### src/rtl/dp3_pkg.sv
package dp3_pkg;

  typedef enum logic [2:0] {
    ALU_ADD   = 3'd0,
    ALU_SUB   = 3'd1,
    ALU_AND   = 3'd2,
    ALU_OR    = 3'd3,
    ALU_INCB  = 3'd4,
    ALU_DECB  = 3'd5,
    ALU_PASSA = 3'd6,
    ALU_PASSB = 3'd7
  } alu_op_e;

  typedef enum logic [1:0] {
    SH_NONE = 2'd0,
    SH_SLL8 = 2'd1,
    SH_SRA1 = 2'd2,
    SH_RSVD = 2'd3
  } shift_e;

  function automatic logic op_reads_a(alu_op_e op);
    return !(op == ALU_INCB || op == ALU_DECB || op == ALU_PASSB);
  endfunction

  function automatic logic op_reads_b(alu_op_e op);
    return op != ALU_PASSA;
  endfunction

endpackage

### src/rtl/dp3_regfile.sv
module dp3_regfile #(
  parameter int W      = 32,
  parameter int NREG   = 8,
  parameter int BSEL_W = 4,
  localparam int AW    = $clog2(NREG)
) (
  input  logic                clk,
  input  logic                rst_n,
  input  logic [AW-1:0]       rd_a_idx,
  output logic [W-1:0]        rd_a_data,
  input  logic [BSEL_W-1:0]   rd_b_sel,
  input  logic [W-1:0]        ext_data,
  output logic [W-1:0]        rd_b_data,
  input  logic                wr_en,
  input  logic [NREG-1:0]     wr_mask,
  input  logic [W-1:0]        wr_data
);

  localparam int EXT_CODE = NREG;

  logic [NREG-1:0][W-1:0] rf_q;
  logic [NREG-1:0]        b_onehot;
  logic                   b_ext;

  for (genvar i = 0; i < NREG; i++) begin : g_reg
    logic [W-1:0] q;
    logic         we;
    assign we = wr_en & wr_mask[i];
    always_ff @(posedge clk or negedge rst_n) begin
      if (!rst_n) begin
        q <= '0;
      end else if (we) begin
        q <= wr_data;
      end
    end
    assign rf_q[i]     = q;
    assign b_onehot[i] = (rd_b_sel == BSEL_W'(i));
  end

  assign b_ext = (rd_b_sel == BSEL_W'(EXT_CODE));

  always_comb begin
    rd_a_data = '0;
    for (int i = 0; i < NREG; i++) begin
      if (rd_a_idx == AW'(i)) rd_a_data = rd_a_data | rf_q[i];
    end
  end

  always_comb begin
    rd_b_data = b_ext ? ext_data : '0;
    for (int i = 0; i < NREG; i++) begin
      if (b_onehot[i]) rd_b_data = rd_b_data | rf_q[i];
    end
  end

endmodule

### src/rtl/dp3_alu_shift.sv
module dp3_alu_shift
  import dp3_pkg::*;
#(
  parameter int W = 32
) (
  input  logic [W-1:0] opa,
  input  logic [W-1:0] opb,
  input  alu_op_e      op,
  input  shift_e       shift,
  output logic [W-1:0] result,
  output logic         is_zero,
  output logic         is_neg
);

  logic [W-1:0] alu_out;

  always_comb begin
    case (op)
      ALU_ADD:   alu_out = opa + opb;
      ALU_SUB:   alu_out = opa - opb;
      ALU_AND:   alu_out = opa & opb;
      ALU_OR:    alu_out = opa | opb;
      ALU_INCB:  alu_out = opb + W'(1);
      ALU_DECB:  alu_out = opb - W'(1);
      ALU_PASSA: alu_out = opa;
      default:   alu_out = opb;
    endcase
  end

  always_comb begin
    case (shift)
      SH_SLL8: result = {alu_out[W-9:0], 8'h00};
      SH_SRA1: result = {alu_out[W-1], alu_out[W-1:1]};
      default: result = alu_out;
    endcase
  end

  assign is_zero = (result == '0);
  assign is_neg  = result[W-1];

endmodule

### src/rtl/dp3_hazard.sv
module dp3_hazard
  import dp3_pkg::*;
#(
  parameter int NREG   = 8,
  parameter int BSEL_W = 4,
  localparam int AW    = $clog2(NREG)
) (
  input  logic [AW-1:0]     asel,
  input  logic [BSEL_W-1:0] bsel,
  input  alu_op_e           op,
  input  logic              s1_valid,
  input  logic [NREG-1:0]   s1_dest,
  input  logic              s2_valid,
  input  logic [NREG-1:0]   s2_dest,
  output logic              stall
);

  logic [NREG-1:0] src_mask;
  logic [NREG-1:0] busy_mask;

  always_comb begin
    src_mask = '0;
    for (int i = 0; i < NREG; i++) begin
      if (op_reads_a(op) && asel == AW'(i))     src_mask[i] = 1'b1;
      if (op_reads_b(op) && bsel == BSEL_W'(i)) src_mask[i] = 1'b1;
    end
  end

  assign busy_mask = ({NREG{s1_valid}} & s1_dest) | ({NREG{s2_valid}} & s2_dest);
  assign stall     = |(src_mask & busy_mask);

endmodule

### src/rtl/dp3_pipe3.sv
module dp3_pipe3
  import dp3_pkg::*;
#(
  parameter int W      = 32,
  parameter int NREG   = 8,
  parameter int BSEL_W = 4,
  localparam int AW    = $clog2(NREG)
) (
  input  logic              clk,
  input  logic              rst_n,
  input  logic              uop_valid,
  output logic              uop_ready,
  input  logic [AW-1:0]     uop_asel,
  input  logic [BSEL_W-1:0] uop_bsel,
  input  logic [2:0]        uop_op,
  input  logic [1:0]        uop_shift,
  input  logic [NREG-1:0]   uop_dest,
  input  logic [W-1:0]      ext_data,
  output logic              wb_valid,
  output logic [NREG-1:0]   wb_dest,
  output logic [W-1:0]      wb_data,
  output logic              wb_zero,
  output logic              wb_neg
);

  // operand latch stage (A and B bus latches)
  logic            s1_valid_q, s1_valid_d;
  logic [W-1:0]    s1_a_q, s1_b_q;
  alu_op_e         s1_op_q;
  shift_e          s1_shift_q;
  logic [NREG-1:0] s1_dest_q;
  logic            s1_en;

  // result latch stage (C bus latch)
  logic            s2_valid_q, s2_valid_d;
  logic [W-1:0]    s2_data_q;
  logic            s2_zero_q, s2_neg_q;
  logic [NREG-1:0] s2_dest_q;
  logic            s2_en;

  logic [W-1:0]    a_bus, b_bus, c_bus;
  logic            c_zero, c_neg;
  logic            stall, accept;
  alu_op_e         in_op;

  assign in_op = alu_op_e'(uop_op);

  dp3_regfile #(.W(W), .NREG(NREG), .BSEL_W(BSEL_W)) u_rf (
    .clk       (clk),
    .rst_n     (rst_n),
    .rd_a_idx  (uop_asel),
    .rd_a_data (a_bus),
    .rd_b_sel  (uop_bsel),
    .ext_data  (ext_data),
    .rd_b_data (b_bus),
    .wr_en     (s2_valid_q),
    .wr_mask   (s2_dest_q),
    .wr_data   (s2_data_q)
  );

  dp3_hazard #(.NREG(NREG), .BSEL_W(BSEL_W)) u_hz (
    .asel     (uop_asel),
    .bsel     (uop_bsel),
    .op       (in_op),
    .s1_valid (s1_valid_q),
    .s1_dest  (s1_dest_q),
    .s2_valid (s2_valid_q),
    .s2_dest  (s2_dest_q),
    .stall    (stall)
  );

  dp3_alu_shift #(.W(W)) u_alu (
    .opa     (s1_a_q),
    .opb     (s1_b_q),
    .op      (s1_op_q),
    .shift   (s1_shift_q),
    .result  (c_bus),
    .is_zero (c_zero),
    .is_neg  (c_neg)
  );

  // next-state
  always_comb begin
    accept     = uop_valid & ~stall;
    s1_en      = accept;
    s1_valid_d = accept;
    s2_en      = s1_valid_q;
    s2_valid_d = s1_valid_q;
  end

  // valid bits
  always_ff @(posedge clk or negedge rst_n) begin
    if (!rst_n) begin
      s1_valid_q <= 1'b0;
      s2_valid_q <= 1'b0;
    end else begin
      s1_valid_q <= s1_valid_d;
      s2_valid_q <= s2_valid_d;
    end
  end

  // operand latches, loaded only on issue
  always_ff @(posedge clk) begin
    if (s1_en) begin
      s1_a_q     <= a_bus;
      s1_b_q     <= b_bus;
      s1_op_q    <= in_op;
      s1_shift_q <= shift_e'(uop_shift);
      s1_dest_q  <= uop_dest;
    end
  end

  // result latch, loaded only when the operand stage holds work
  always_ff @(posedge clk) begin
    if (s2_en) begin
      s2_data_q <= c_bus;
      s2_zero_q <= c_zero;
      s2_neg_q  <= c_neg;
      s2_dest_q <= s1_dest_q;
    end
  end

  assign uop_ready = ~stall;
  assign wb_valid  = s2_valid_q;
  assign wb_dest   = s2_dest_q;
  assign wb_data   = s2_data_q;
  assign wb_zero   = s2_zero_q;
  assign wb_neg    = s2_neg_q;

endmodule

### config.mk
export PLATFORM = sky130hd
export DESIGN_NAME = dp3_pipe3
export DESIGN_NICKNAME = d
export VERILOG_FILES = /design/src/rtl/dp3_pkg.sv /design/src/rtl/dp3_regfile.sv /design/src/rtl/dp3_alu_shift.sv /design/src/rtl/dp3_hazard.sv /design/src/rtl/dp3_pipe3.sv
export SDC_FILE = /design/constraint.sdc
export NUM_CORES = 1
export LEC_CHECK = 0
export BUFFER_PORTS_ARGS = -buffer_cell sky130_fd_sc_hd__buf_2
export CORE_AREA = 3 3 274 384
export CTS_BUF_LIST = sky130_fd_sc_hd__clkbuf_16
export DETAILED_ROUTE_END_ITERATION = 6
export DIE_AREA = 0 0 277 387
export PLACE_DENSITY = 0.48
export RECOVER_POWER = 25
export SETUP_SLACK_MARGIN = 0.4
export SYNTH_ARGS = -nofsm -noshare
export SYNTH_HDL_FRONTEND = slang
export SYNTH_HIERARCHICAL = 1
export SYNTH_SLANG_ARGS = --single-unit
### constraint.sdc
create_clock -name clk -period 8 [get_ports clk]
set_clock_uncertainty 0.05 [all_clocks]
set_input_delay 0.8 -clock clk [delete_from_list [all_inputs] [get_ports clk]]
set_output_delay 0.8 -clock clk [all_outputs]
set_load 0.05 [all_outputs]
==> impl_metrics.yaml <==
status:
  outcome: "finished with violations"
  violations: "max-capacitance violations, max-slew violations"
min_path:
  worstHoldStart: "uop_dest[7]"
  hold_path.class: "in -> reg"
  min_to: "s1_dest_q[7]$_DFFE_PP_"
  min_path_cells: 1
power_and_ir_drop:
  pwr_density_cell_nw_per_um2: 325
  ir_drop_v: 0.000156
  power.total_mw: 9.30
  p_leak_nw: 11.8
sta:
  hold_viol: 0
  maxSlewViolCount: 85
  grt_setup_unrepaired: "false"
  tightest_slew_ns: 4.70
  finalCriticalPeriod_ns: 6.32
  max-slew-margin-rel_pct: -213
  finalSetupTns_ns: 0
  finalSetupViolations: 0
  timing.hold.ws_ns: 0.358
  max_freq_mhz: 158
  timing.final.crit_share_pct: 79.0
clocking:
  cts_sinks: 377
  cts-resized-gates: 0
  post_cts_buffers: 0
  hold_buffers: 0
  clk_latency_ns: 0.57
  htreeDepth: 2
  clockBufferDepth: 3
  clkSlewWorstSetupHoldPaths_ns: 0.07
  numCtsBuffers: 39
  cts_root_buf: "clkbuf_16"
  cts_tree: "built"
placed_design:
  port_buffers: 98
  gp_congestion: 0.926
  dp_hpwl_microns: 60700
setup_path:
  worstSetupEndpointType: "flip-flop"
  reg2reg_depth: 22
  crit_type: "reg -> reg"
  cp_max_fo: 9
  start_kind: "flip-flop"
  reg2reg_from: "s1_a_q[0]$_DFFE_PP_"
  worstPathRequired_ns: 8.34
  ff2ff_setup_slack_ns: 1.68
  startpoint: "s1_a_q[0]$_DFFE_PP_"
  r2r-end: "wb_zero$_DFFE_PP_"
  cp_data_arrival_time_ns: 6.65
routing:
  post_drt_wl_per_cell_microns: 23.8
  drtIter0Drc: 1220
  totalWireLength_microns: 88800
  via_count: 19545
  drc: 0
  routed_via_density: 5.23
  ant_nets: 0
  firstDrtPassIters: 5
global_routing:
  antenna_found_initial: 0
  grt_pass1_vias: 19841
  gr-total-overflow: 0
  grt_pass1_wl_microns: 131000
  grt_use_total_pct: 16.0
  grt_max_degree: 113
cells_and_area:
  syn2layout_area_growth_pct: 12.1
  fin_util_pct: 28.0
  multi_input_area_sq_um: 14300
  antennaDiodeCount: 0
  drive_above_1_share_pct: 23.5
  regArea_sq_um: 10000
  fin_nets: 2551
  final_common_cell: "mux2_2"
  fill_cells: 10797
  final_cell_mix: "mux2_2, dfrtp_1, nor2_1, inv_1, a21oi_1"
floorplan:
  start_util_pct: 24.9
  num_rows: 139
  die_h_microns: 387
  io_pins: 99
  fp.dieW_microns: 277
  die_area_sq_um: 107000
  coreArea_sq_um: 102000
yosys:
  syn-num-nets: 2517
  syn_area_sq_um: 25500
  syn_area_per_cell_sq_um: 10.9
  synth.distinct_cells: 86
  synth_cells: 2331
  yosysWarningCount: 6
  synth-edff-count: 119
  yosys-top-cells-area: "dfrtp_1, edfxtp_1, mux2_2, ha_1, mux2i_1"
  synth-async-reset-ratio_pct: 68.4
  synthFlopType: "dfrtp_1"
  synth_top_area_cell: "dfrtp_1"
  synth-seq-cells: 377
  yosysSeqAreaShare_pct: 39.3
  netlist.area_leader.share_pct: 25.3
flow_run:
  maxCapViolations: 1
## worst max path at each step
stage | slack (ns) | to | cells after the start
CTS | 1.86 | wb_zero$_DFFE_PP_ | 22
global placement | 2.05 | wb_zero$_DFFE_PP_ | 22
global route | 1.37 | wb_zero$_DFFE_PP_ | 22
floorplan | 2.06 | s1_a_q[0]$_DFFE_PP_ | 7
finish | 1.68 | wb_zero$_DFFE_PP_ | 22
detailed placement | 1.89 | wb_zero$_DFFE_PP_ | 22
## power breakdown
part           internal (mW)  switching (mW)
clock network           1.05           0.840
registers               2.82           0.714
logic                   1.76            2.12
## per-stage QoR
step | area [sq um] | cells | setup WS, ns
2_1_floorplan | 25500 | 2331 | 2.06
3_3_place_gp | 27300 | 3663 | 2.05
3_5_place_dp | 27300 | 3663 | 1.89
4_1_cts | 28600 | 3735 | 1.86
5_1_grt | 28600 | 3735 | 1.37
6_report | 28600 | 3735 | 1.68
## cell type report
| class | instances | share of cell area (%) |
|---|---|---|
| Clock buffer | 42 | 3.68 |
| Sequential cell | 377 | 35.1 |
| Timing Repair Buffer | 138 | 2.82 |
| Multi-Input combinational cell | 1670 | 49.9 |
| Tap cell | 1339 | 5.86 |
| Inverter | 139 | 1.82 |
| Clock inverter | 30 | 0.831 |
## Yosys cell counts, drive strengths merged, types with 28 or more instances
cell type	n
mux2	290
dfrtp	258
nor2	166
a21oi	147
mux2i	142
inv	139
ha	129
edfxtp	119
buf	89
o22ai	80
nand2	74
mux4	66
clkbuf	56
o21ai	54
xnor2	45
or3	44
o221ai	35
nor3	32
nor4	28
## critical path, cell delays in order, from the launching register on
cell	delay (ns)
edfxtp_1	0.46
inv_1	0.21
ha_1	0.21
and3_1	0.24
nand3_1	0.30
or4_1	0.58
nand2b_1	0.34
nor4_1	0.32
xnor2_1	0.16
a21oi_1	0.09
ha_1	0.44
nand2_1	0.11
nor4_1	0.23
nand2_1	0.08
a211oi_1	0.50
mux2i_1	0.26
o311ai_0	0.16
o22ai_1	0.29
a22oi_1	0.18
nor4_1	0.28
and4b_1	0.25
nand4b_1	0.12
nor4_2	0.24
## cell families (layout without fill, tap and decap cells)
family,after synthesis,count (layout),share of synthesized area [%]
muxes,498,498,24.6
DFF,377,377,39.3
and+or+nand+nor,483,483,9.44
buffers and inverters,284,349,4.84
adders and majority gates,131,131,6.49
AOI/OAI and AO/OA,504,504,13.4
xor gates and xnor gates,54,54,1.85
## routing by layer
layer  vias up  wire [microns]  GRT usage [%]
li1       8858               -              -
met1      9978           34100           18.0
met2       524           47200           30.2
met3       185            2780           1.30
met4         0            4770           7.97
met5         -               0              0
## flip-flops by register name, summed over array words and instances (netlist names)
register	cells
s1_valid_q	1
wb_zero	1
wb_neg	1
wb_dest	8
s1_b_q	32
s1_a_q	32
u_rf/g.q	256
s1_op_q	3
s1_dest_q	8
wb_data	32
s1_shift_q	2
wb_valid	1
(Power assumes the default switching activity.)
